===== config.mk =====
export PLATFORM = sky130hd
export DESIGN_NAME = data_watch_unit
export DESIGN_NICKNAME = d
export VERILOG_FILES = /design/src/rtl/dbw_pkg.sv /design/src/rtl/dbw_slot.sv /design/src/rtl/dbw_match.sv /design/src/rtl/dbw_pick.sv /design/src/rtl/data_watch_unit.sv
export SDC_FILE = /design/constraint.sdc
export NUM_CORES = 1
export LEC_CHECK = 0
export BUFFER_PORTS_ARGS = -buffer_cell sky130_fd_sc_hd__buf_2
export CORE_ASPECT_RATIO = 1.1
export CORE_MARGIN = 2
export CORE_UTILIZATION = 67
export DETAILED_ROUTE_END_ITERATION = 10
export MAX_ROUTING_LAYER = met4
export PLACE_DENSITY = 0.87
export SETUP_SLACK_MARGIN = 0.3
export SLEW_MARGIN = 10
export SYNTH_ARGS = -nofsm -noshare
export SYNTH_HDL_FRONTEND = slang
export SYNTH_SLANG_ARGS = --single-unit

===== constraint.sdc =====
create_clock -name clk -period 21.4 [get_ports clk]
set_input_delay 6.42 -clock clk [delete_from_list [all_inputs] [get_ports clk]]
set_output_delay 6.42 -clock clk [all_outputs]
set_load 0.01 [all_outputs]

===== src/rtl/dbw_pkg.sv =====
package dbw_pkg;
  localparam int unsigned DATA_W        = 32;
  localparam int unsigned MASK_W        = 6;
  localparam int unsigned ST_EN_BIT     = 31;
  localparam int unsigned LD_EN_BIT     = 30;
  localparam int unsigned CAUSE_W       = 8;
  localparam int unsigned CAUSE_IDX_LSB = 4;
  localparam int unsigned CAUSE_IDX_W   = CAUSE_W - CAUSE_IDX_LSB;

  typedef struct packed {
    logic ld;
    logic st;
  } arm_t;
endpackage


===== src/rtl/dbw_slot.sv =====
module dbw_slot
  import dbw_pkg::*;
#(
  parameter int unsigned AW = DATA_W,
  parameter int unsigned MW = MASK_W
) (
  input  logic          clk,
  input  logic          rst_n,
  input  logic          we_addr,
  input  logic          we_ctrl,
  input  logic [AW-1:0] wdata,
  output arm_t          arm,
  output logic [AW-1:0] reg_lo,
  output logic [AW-1:0] reg_hi
);
  logic [AW-1:0] addr_q, addr_d;
  logic [MW-1:0] fld_q, fld_d;
  arm_t          arm_q, arm_d;
  logic [AW-1:0] base_q, base_d;
  logic [AW-1:0] mask_q, mask_d;
  logic [MW-1:0] trim;
  logic          refresh;

  // Next-state logic.
  always_comb begin
    addr_d = we_addr ? wdata : addr_q;
    fld_d  = we_ctrl ? wdata[MW-1:0] : fld_q;
    arm_d  = arm_q;
    if (we_ctrl) begin
      arm_d.ld = wdata[LD_EN_BIT];
      arm_d.st = wdata[ST_EN_BIT];
    end
    // Keep only the leading run of ones of the mask field.
    trim[MW-1] = fld_d[MW-1];
    for (int j = MW - 2; j >= 0; j--) begin
      trim[j] = fld_d[j] & trim[j+1];
    end
    // Refresh the region on an enable or mask change, or on an address
    // change while the unit is armed.
    refresh = (we_ctrl && ({arm_d, fld_d} != {arm_q, fld_q})) ||
              (we_addr && (wdata != addr_q) && (arm_d.ld || arm_d.st));
    mask_d  = refresh ? {{(AW-MW){1'b1}}, trim} : mask_q;
    base_d  = refresh ? (addr_d & {{(AW-MW){1'b1}}, trim}) : base_q;
  end

  // State registers.
  always_ff @(posedge clk or negedge rst_n) begin
    if (!rst_n) begin
      addr_q <= '0;
      fld_q  <= '0;
      arm_q  <= '0;
      base_q <= '0;
      mask_q <= '1;
    end else begin
      addr_q <= addr_d;
      fld_q  <= fld_d;
      arm_q  <= arm_d;
      base_q <= base_d;
      mask_q <= mask_d;
    end
  end

  assign arm    = arm_q;
  assign reg_lo = base_q;
  assign reg_hi = base_q | ~mask_q;
endmodule


===== src/rtl/dbw_match.sv =====
module dbw_match #(
  parameter int unsigned AW = 32
) (
  input  logic          acc_valid,
  input  logic          acc_store,
  input  logic [AW-1:0] acc_addr,
  input  logic [1:0]    acc_size,
  input  logic          arm_ld,
  input  logic          arm_st,
  input  logic [AW-1:0] reg_lo,
  input  logic [AW-1:0] reg_hi,
  output logic          hit
);
  logic [AW:0] a_first;
  logic [AW:0] a_last;
  logic        kind_ok;
  logic        overlap;

  always_comb begin
    a_first = {1'b0, acc_addr};
    a_last  = a_first + ((AW+1)'(1) << acc_size) - (AW+1)'(1);
    kind_ok = acc_store ? arm_st : arm_ld;
    overlap = (a_first <= {1'b0, reg_hi}) && (a_last >= {1'b0, reg_lo});
    hit     = acc_valid && kind_ok && overlap;
  end
endmodule


===== src/rtl/dbw_pick.sv =====
module dbw_pick #(
  parameter int unsigned N  = 2,
  parameter int unsigned IW = 1
) (
  input  logic [N-1:0]  req,
  output logic          any,
  output logic [IW-1:0] idx
);
  always_comb begin
    any = |req;
    idx = '0;
    for (int k = N - 1; k >= 0; k--) begin
      if (req[k]) idx = IW'(k);
    end
  end
endmodule


===== src/rtl/data_watch_unit.sv =====
module data_watch_unit
  import dbw_pkg::*;
#(
  parameter int unsigned NUM_WP = 2,
  parameter int unsigned SEL_W  = (NUM_WP > 1) ? $clog2(NUM_WP) : 1
) (
  input  logic               clk,
  input  logic               rst_n,
  input  logic               cfg_we_addr,
  input  logic               cfg_we_ctrl,
  input  logic [SEL_W-1:0]   cfg_sel,
  input  logic [DATA_W-1:0]  cfg_wdata,
  input  logic               acc_valid,
  input  logic               acc_store,
  input  logic [DATA_W-1:0]  acc_addr,
  input  logic [1:0]         acc_size,
  output logic               hit,
  output logic [SEL_W-1:0]   hit_idx,
  output logic               cause_we,
  output logic [CAUSE_W-1:0] cause_data
);
  logic [NUM_WP-1:0] unit_hit;

  for (genvar g = 0; g < NUM_WP; g++) begin : g_wp
    arm_t              arm;
    logic [DATA_W-1:0] lo;
    logic [DATA_W-1:0] hi;
    logic              sel_me;

    assign sel_me = (cfg_sel == SEL_W'(g));

    dbw_slot #(.AW(DATA_W), .MW(MASK_W)) u_slot (
      .clk     (clk),
      .rst_n   (rst_n),
      .we_addr (cfg_we_addr && sel_me),
      .we_ctrl (cfg_we_ctrl && sel_me),
      .wdata   (cfg_wdata),
      .arm     (arm),
      .reg_lo  (lo),
      .reg_hi  (hi)
    );

    dbw_match #(.AW(DATA_W)) u_match (
      .acc_valid (acc_valid),
      .acc_store (acc_store),
      .acc_addr  (acc_addr),
      .acc_size  (acc_size),
      .arm_ld    (arm.ld),
      .arm_st    (arm.st),
      .reg_lo    (lo),
      .reg_hi    (hi),
      .hit       (unit_hit[g])
    );
  end

  dbw_pick #(.N(NUM_WP), .IW(SEL_W)) u_pick (
    .req (unit_hit),
    .any (hit),
    .idx (hit_idx)
  );

  always_comb begin
    cause_we   = hit;
    cause_data = '0;
    if (hit) begin
      cause_data[0] = 1'b1;
      cause_data[CAUSE_IDX_LSB +: CAUSE_IDX_W] = CAUSE_IDX_W'(hit_idx);
    end
  end
endmodule


==> results of run 1 <==
## worst max-delay path by stage
stage	cells after the start	slack, ps	endpoint
after floorplan	23	4430	cause_data[0]
after global placement	24	4010	hit
after detailed placement	24	3850	cause_we
after CTS	24	3820	cause_we
after global routing	24	3350	cause_data[0]
final	23	3770	cause_data[0]
## cell type report
type / count / area, um2
Multi-Input combinational cell: 895 / 7260
Fill cell: 1190 / 4160
Sequential cell: 156 / 3920
Inverter: 123 / 462
Clock buffer: 19 / 453
Timing Repair Buffer: 82 / 429
Tap cell: 234 / 293
Clock inverter: 13 / 165
## metrics by stage
stage / util, % / power, uW
3_3_place_gp: 72.1 / 778
5_1_grt: 75.7 / 1180
4_1_cts: 75.7 / 1120
3_5_place_dp: 72.1 / 795
2_1_floorplan: - / 672
6_report: 75.7 / 1120
## state kept, by name, summed over array words and instances (netlist names)
register and flops:
g_wp.u_slot.arm 4, g_wp.u_slot.reg_lo 64, g_wp.u_slot.mask_q 12, g_wp.u_slot.fld_q 12, g_wp.u_slot.addr_q 64
## power breakdown
part           switching, uW  leakage [uW]  total (uW)  internal (uW)
registers               31.1       0.00182         380            349
clock network            126      0.000292         316            190
logic                    249       0.00412         426            176
## worst max-delay path: stages
cell and delay (ps):
buf_2 110, nand2b_1 140, ha_1 260, inv_1 60, ha_1 330, a21oi_4 170, o211ai_2 160, o311ai_2 400
nand2_1 170, a21o_1 210, a211o_1 330, o21ai_1 110, xnor2_1 120, ha_1 300, nand3_1 90, or3_1 400
nor4_1 410, o31ai_1 160, a31oi_1 200, a211oi_1 80, a22oi_1 250, or2_1 180, buf_2 140
## cells by family after synthesis
group                    synth area share (%)
adder cells (fa/ha/maj)                  17.4
multiplexers                             11.2
XOR/XNOR                                 7.91
buffers and inverters                    5.77
flip-flops                               33.1
other                                  0.0317
AND/OR/NAND/NOR                          10.9
AO/OA/AOI/OAI                            13.7
## per-layer routing
layer	up-vias	share of wire, %
met5	-	0
met4	0	5.4
met3	111	4.8
met2	357	51
met1	4580	39
li1	4433	-
## placed cells by master, fill, tap and decap left out, drive strengths merged, types with 4 or more instances in the layout
cell type / netlist / routed
mux2i: 11 / 11
a31oi: 7 / 7
o211ai: 10 / 10
clkinvlp: 0 / 4
dfrtp: 144 / 144
dfstp: 12 / 12
nor4: 15 / 15
clkbuf: 8 / 19
nor3: 10 / 10
a21o: 29 / 29
xor2: 47 / 47
o21bai: 7 / 7
a21oi: 94 / 94
conb: 1 / 6
inv: 123 / 124
clkinv: 0 / 5
nand3: 32 / 32
ha: 163 / 163
nor2: 65 / 65
mux2: 108 / 108
o31ai: 7 / 7
a211oi: 17 / 17
buf: 30 / 82
o21ai: 36 / 36
nand4: 31 / 31
o21a: 6 / 6
or3: 4 / 4
nor2b: 17 / 17
nand2: 53 / 53
and2: 5 / 5
xnor2: 60 / 60
nand2b: 6 / 6
==> results_dict.tcl, run 1 <==
set metrics [dict create \
    cts_hold_buf 0 \
    worst_slack_ps 3770 \
    status "finished clean" \
    synth_cells 1208 \
    fp.dieW_um 131 \
    hold_path_startpoint "g_wp[1].u_slot.mask_q[0]" \
    min_period_ps 17630 \
    worstSetupStartpointType "primary input" \
    cts_buffers 17 \
    drc 0 \
    min_period_over_period_pct 82.4 \
    grt_use_met2_pct 61.6 \
    path_max_fanout 4 \
    clockBufferDepth 2 \
    r2r_start "g_wp[1].u_slot.addr_q[18]" \
    rows 50 \
    grt_pass1_wl_mm 49.8 \
    setup_viol 0 \
    r2r-end "g_wp[1].u_slot.reg_lo[20]" \
    synth_edf_count 0 \
    grt_overflow 0 \
    ys.flop_type "dfrtp_1" \
    tightestPinTransition_ps 942 \
    drtAntennaViolNets 0 \
    skew_ps 12.5 \
    postCtsSetupBuffers 0 \
    gr-usage-met3_pct 4.91 \
    hold_end "g_wp[1].u_slot.mask_q[0]" \
    diodes 0 \
    io_buffer_count 77 \
    syn_to_final_growth_pct 9.65 \
    hp-class "flop to flop" \
    final_cells 1522 \
    cp-end-kind "primary output" \
    routed_wl_mm 31.8 \
    ir_worst_vdd_mv 0.0728 \
    power_density_nw_per_um2 86.3 \
    startpoint "acc_size[0]" \
    vias_per_cell 6.23 \
    nets 1512 \
    cap_violations 0 \
    hold_violations 0 \
    yosysWarnings 0 \
    place_congestion 0.967 \
    num_io_pins 84 \
    h-tree-depth 4 \
    synthMostInstantiatedCell "ha_1" \
    gr-max-usage-layer "met2" \
    maxClockFrequency_mhz 56.7 \
    drt_first_pass_iters 6 \
    cts_root_buf "clkbuf_16" \
    synth_area_leaders "dfrtp_1 30%, ha_1 17%, mux2_2 10%, xnor2_1 4.4%, inv_1 3.9%" \
    place_ws_ps 3850 \
    grt_usage_pct 36.4 \
    vias 9481 \
    r2r_cells 8 \
    cts.reportedPaths.clkPinSlew_ps 60 \
    synth.distinct_cells 78 \
    holdWs_ps 496 \
    synth_top_cell_by_area "dfrtp_1" \
    dpl.cell_count 1490 \
    use_met1_pct 42.2 \
    r2r_slack_ps 18230 \
    netlist_top_cells_count "163 x ha_1, 144 x dfrtp_1, 123 x inv_1" \
    required_ps 14980 \
    grt_pass1_vias 9537 \
    min_path_cells 2 \
    p_leak_uw 0.00624 \
    antenna_found_initial 0 \
    arrival_ps 11210 \
    fin_area_um2 13000 \
    wl_per_cell_um 20.9 \
    rsz0062_at_grt "false" \
    synth_seq_cells 156 \
    grt_max_degree 94 \
    cts_tree "yes" \
    place_area_um2 12400 \
    cts-resized-gates 0 \
    core_um2 17100 \
    start_util_pct 69.1 \
    crit_type "primary input to primary output" \
    yosysSeqAreaShare_pct 33.1 \
    die_h_um 143 \
    slew_headroom_pct 36.7 \
    syn-cell-area_um2 11800 \
    drive_gt1_share_pct 20.2 \
    dieArea_um2 18800 \
    async_flop_share_pct 100 \
    dpl.hpwl_mm 24.3 \
    first_iter_violations 699 \
    tns_ps 0 \
    clk_latency_ps 430 \
    cts.sinks 156 \
    maxSlewViolCount 0 \
    yosys.area.top_type_share_pct 30.4 \
    syn-mean-instance-area_um2 9.80 \
]
No activity file was read; power rests on OpenSTA's default activity.
==> run 2: changes to the inputs <==
CORE_UTILIZATION = 56   (was 67)
PLACE_DENSITY = 0.78   (was 0.87)
clock period = 14.25 ns   (was 21.4 ns; I/O delays follow)
==> run 2 against run 1 <==
Effect of this change:
- clock power is 36% higher
- cell area is 0.30% lower
- utilization is 13 points lower
- via count is 3.3% lower
- count of clock-buffer cells in the layout is 2 lower
- critical path type unchanged
==> results_dict.tcl, run 2 (synthesis results as in run 1) <==
set metrics [dict create \
    clockBufferDepth 2 \
    finalPower_uw 1630 \
    grt_usage_pct 29.7 \
    wl_per_cell_um 20.2 \
    hp-class "flop to flop" \
    p_switching_uw 616 \
    die_h_um 157 \
    skew_ps 10.7 \
    layout_commonest_cell "ha_1" \
    hold_violations 0 \
    clockPowerShare_pct 26.4 \
    path_max_fanout 5 \
    power.share.sequential_pct 34.8 \
    place_area_um2 12400 \
    grt_max_degree 81 \
    drtAntennaViolNets 0 \
    swShare_pct 37.7 \
    dpl.hpwl_mm 24.8 \
    place_congestion 1.04 \
    fp.dieW_um 143 \
    p_comb_share_pct 38.9 \
    r2r_cells 7 \
    grt_pass1_vias 9136 \
    cts_buffers 17 \
    vias 9168 \
    antenna_found_initial 0 \
    cp-end-kind "primary output" \
    required_ps 9970 \
    cts_hold_buf 0 \
    io_buffer_count 77 \
    fillers 1735 \
    diodes 0 \
    drt_first_pass_iters 5 \
    final_cell_mix "163 x ha_1, 144 x dfrtp_1, 123 x inv_1, 106 x mux2_2, 92 x a21oi_1" \
    cts-resized-gates 0 \
    syn_to_final_growth_pct 9.32 \
    r2r_slack_ps 11200 \
    vias_per_cell 5.94 \
    tns_ps 0 \
    routed_wl_mm 31.2 \
    rsz0062_at_grt "false" \
    num_io_pins 84 \
    hold_end "g_wp[1].u_slot.mask_q[2]" \
    drc 0 \
    clk_latency_ps 430 \
    status "finished clean" \
    fin_util_pct 62.7 \
    cts.reportedPaths.clkPinSlew_ps 70 \
    min_period_ps 13440 \
    arrival_ps 9170 \
    crit_type "primary input to primary output" \
    postCtsSetupBuffers 0 \
    h-tree-depth 4 \
    grt_pass1_wl_mm 48.9 \
    slew_headroom_pct 24.6 \
    start_util_pct 57.4 \
    r2r_start "g_wp[0].u_slot.addr_q[21]" \
    worstSetupStartpointType "primary input" \
    fin_area_um2 12900 \
    r2r-end "g_wp[0].u_slot.reg_lo[8]" \
    power_density_nw_per_um2 126 \
    internal-power_uw 1020 \
    setup_viol 0 \
    cts_tree "yes" \
    nets 1512 \
    ir_worst_vdd_mv 0.0928 \
    hold_path_startpoint "g_wp[1].u_slot.mask_q[2]" \
    rows 55 \
    first_iter_violations 605 \
    core_um2 20600 \
    cts.sinks 156 \
    grt_overflow 0 \
    tightestPinTransition_ps 1130 \
    cts_root_buf "clkbuf_16" \
    min_path_cells 2 \
    min_period_over_period_pct 94.3 \
    maxClockFrequency_mhz 74.4 \
    dieArea_um2 22300 \
    maxSlewViolCount 0 \
    cap_violations 0 \
    p_leak_uw 0.00620 \
    drive_gt1_share_pct 20.2 \
]
-- run 2: critical path, cell delays in order --
cell,delay (ps)
buf_2,120
nand2b_1,140
ha_1,270
inv_1,40
ha_1,240
fa_1,420
a21o_1,230
a221oi_2,310
o21a_2,240
o21a_1,140
o21a_2,160
nor2_1,50
o21ai_0,150
a211oi_1,130
ha_1,320
nand3_1,100
or3_1,410
nor4_1,390
o31ai_1,150
a31oi_1,180
a211oi_1,80
a22oi_1,290
or2_1,190
buf_2,140
-- run 2: metal layers --
metal,share of wire [%],wire length (um),vias up,global-route usage (%)
li1,-,-,4435,-
met1,41,12800,4398,35.4
met2,50,15700,263,50.5
met3,4.5,1390,72,4.16
met4,4.3,1340,0,12.5
met5,0,0,-,-
-- run 2: power by group through the flow --
| stage | clock network (uW) | logic, uW | registers (uW) |
|---|---|---|---|
| 3_3_place_gp | 0 | 611 | 568 |
| 6_report | 431 | 634 | 567 |
| 4_1_cts | 431 | 631 | 567 |
| 5_1_grt | 454 | 706 | 577 |
| 3_5_place_dp | 0 | 623 | 574 |
| 2_1_floorplan | 0 | 448 | 562 |
-- run 2: per-stage QoR --
step           hold slack (ps)  setup WS [ps]  std cells
2_1_floorplan              449           1570       1213
3_3_place_gp               467           1060       1512
3_5_place_dp               473            911       1512
4_1_cts                    490            884       1544
5_1_grt                    505            563       1544
6_report                   489            807       1544
-- run 2: worst max path at each step --
stage                      from            end  slack [ps]  cells past startpoint
detailed placement  acc_size[1]       cause_we         910                     24
finish              acc_size[1]       cause_we         810                     24
global placement    acc_size[1]  cause_data[0]        1060                     24
global route        acc_size[1]       cause_we         560                     22
floorplan           acc_size[1]  cause_data[0]        1570                     23
CTS                 acc_size[1]       cause_we         880                     24
-- run 2: final cells by class --
| type | count | area [um2] | share of cell area, % |
|---|---|---|---|
| clock buffers | 17 | 425 | 3.29 |
| clock inverters | 15 | 126 | 0.976 |
| inverters | 123 | 462 | 3.57 |
| multi-input cells | 895 | 7260 | 56.1 |
| flip-flops and latches | 156 | 3920 | 30.3 |
| well taps | 256 | 320 | 2.47 |
| repair buffers | 82 | 429 | 3.32 |
==> run 3: changes to the inputs <==
CORE_MARGIN = 10   (was 2)
==> run 3 against run 2 <==
Effect of this change:
- die area increased by 23%
- critical path type unchanged
- sequential power about the same
- critical path depth unchanged
==> results_dict.tcl, run 3 (synthesis results as in run 1) <==
set metrics [dict create \
    cts_root_buf "clkbuf_16" \
    startpoint "acc_size[1]" \
    skew_ps 15.0 \
    start_util_pct 57.2 \
    first_iter_violations 547 \
    core_um2 20700 \
    antenna_found_initial 0 \
    grt_overflow 0 \
    diodes 0 \
    drive_gt1_share_pct 20.1 \
    seqCellArea_um2 3920 \
    ir_worst_vdd_mv 0.0894 \
    nets 1512 \
    r2r_start "g_wp[1].u_slot.addr_q[18]" \
    syn_to_final_growth_pct 10.1 \
    setup_viol 0 \
    tightestPinTransition_ps 987 \
    drtAntennaViolNets 0 \
    hp-class "flop to flop" \
    cts_buffers 17 \
    layout_commonest_cell "ha_1" \
    r2r_slack_ps 11120 \
    cts.sinks 156 \
    dpl.hpwl_mm 25.2 \
    r2r_cells 8 \
    grt_max_degree 80 \
    maxSlewViolCount 0 \
    grt_pass1_vias 9287 \
    vias 9185 \
    die_h_um 173 \
    cts_tree "yes" \
    grt_pass1_wl_mm 49.9 \
    cap_violations 0 \
    cp-end-kind "primary output" \
    power_density_nw_per_um2 129 \
    final_cells 1573 \
    final_cell_mix "163 x ha_1, 144 x dfrtp_1, 123 x inv_1, 106 x mux2_2, 92 x a21oi_1" \
    maxClockFrequency_mhz 74.9 \
    io_buffer_count 77 \
    drt_first_pass_iters 5 \
    tns_ps 0 \
    clockBufferDepth 2 \
    crit_type "primary input to primary output" \
    cts-resized-gates 0 \
    required_ps 9970 \
    crit_path_end "cause_we" \
    fp.dieW_um 159 \
    num_io_pins 84 \
    dieArea_um2 27400 \
    postCtsSetupBuffers 0 \
    slew_headroom_pct 34.2 \
    h-tree-depth 4 \
    path_max_fanout 5 \
    cts_hold_buf 0 \
    p_leak_uw 0.00623 \
    rsz0062_at_grt "false" \
    grt_usage_pct 23.9 \
    vias_per_cell 5.84 \
    arrival_ps 9080 \
    worstSetupStartpointType "primary input" \
    status "finished clean" \
    place_congestion 0.935 \
    clk_latency_ps 430 \
    rows 55 \
    multi_input_area_um2 7260 \
    min_period_ps 13350 \
    r2r-end "g_wp[1].u_slot.reg_lo[29]" \
    cts.reportedPaths.clkPinSlew_ps 60 \
    dpl.cell_count 1541 \
    min_period_over_period_pct 93.7 \
    drc 0 \
    routed_wl_mm 31.8 \
    fillers 1731 \
    wl_per_cell_um 20.2 \
    hold_violations 0 \
]
-- run 3: changes by cell type in the layout (fill, tap and decap cells not counted), sizes merged --
cell,delta
clkinv,-2
inv,-2
bufinv,+3
clkbuf,+1
-- run 3: final cells by class --
cell class	count	share of cell area (%)
Tap cell	285	2.73
Sequential cell	156	30.0
Inverter	123	3.54
Clock inverter	14	1.40
Timing Repair Buffer	82	3.29
Multi-Input combinational cell	895	55.7
Clock buffer	18	3.29
-- run 3: where the power goes --
part,total [uW],internal (uW),switching (uW)
Clock,476,279,197
Sequential,566,524,42.6
Combinational,634,264,370
-- run 3: routing by layer --
layer  vias up  track usage, %  part of all wire [%]
met1      4456            28.8                    42
met4         0            7.50                   2.9
met3        47            3.14                   4.2
met2       243            40.4                    51
li1       4439               -                     -
met5         -               -                     0
-- run 3: worst max-delay path: stages --
cell	delay [ps]
buf_2	120
nand2b_1	150
ha_1	270
inv_1	40
ha_1	240
fa_1	410
a21o_1	220
a221oi_2	300
o21a_2	230
o21a_1	130
o21a_2	160
nor2_1	50
o21ai_0	150
a211oi_1	120
ha_1	320
nand3_1	100
or3_1	390
nor4_1	440
o31ai_1	150
a31oi_1	190
a211oi_1	70
a22oi_1	240
or2_1	180
buf_2	140
-- run 3: per-stage QoR --
stage | hold WS [ps] | util [%] | instance area [um2] | worst slack, ps | power (uW)
after detailed placement | 470 | 60.0 | 12400 | 896 | 1190
after floorplan | 449 | - | 11900 | 1570 | 1010
final | 483 | 63.0 | 13000 | 895 | 1680
after global routing | 499 | 63.0 | 13000 | 548 | 1780
after CTS | 482 | 63.0 | 13000 | 888 | 1670
after global placement | 468 | 60.0 | 12400 | 1080 | 1180
-- run 3: worst min path at each step --
stage                                  start                  endpoint  slack [ps]  depth (start not counted)
floorplan           g_wp[1].u_slot.mask_q[0]  g_wp[1].u_slot.mask_q[0]         450                          2
detailed placement  g_wp[0].u_slot.mask_q[2]  g_wp[0].u_slot.mask_q[2]         470                          2
global route        g_wp[1].u_slot.mask_q[0]  g_wp[1].u_slot.mask_q[0]         500                          2
CTS                 g_wp[1].u_slot.mask_q[2]  g_wp[1].u_slot.mask_q[2]         480                          2
finish              g_wp[1].u_slot.mask_q[2]  g_wp[1].u_slot.mask_q[2]         480                          2
global placement    g_wp[1].u_slot.mask_q[2]  g_wp[1].u_slot.mask_q[2]         470                          2
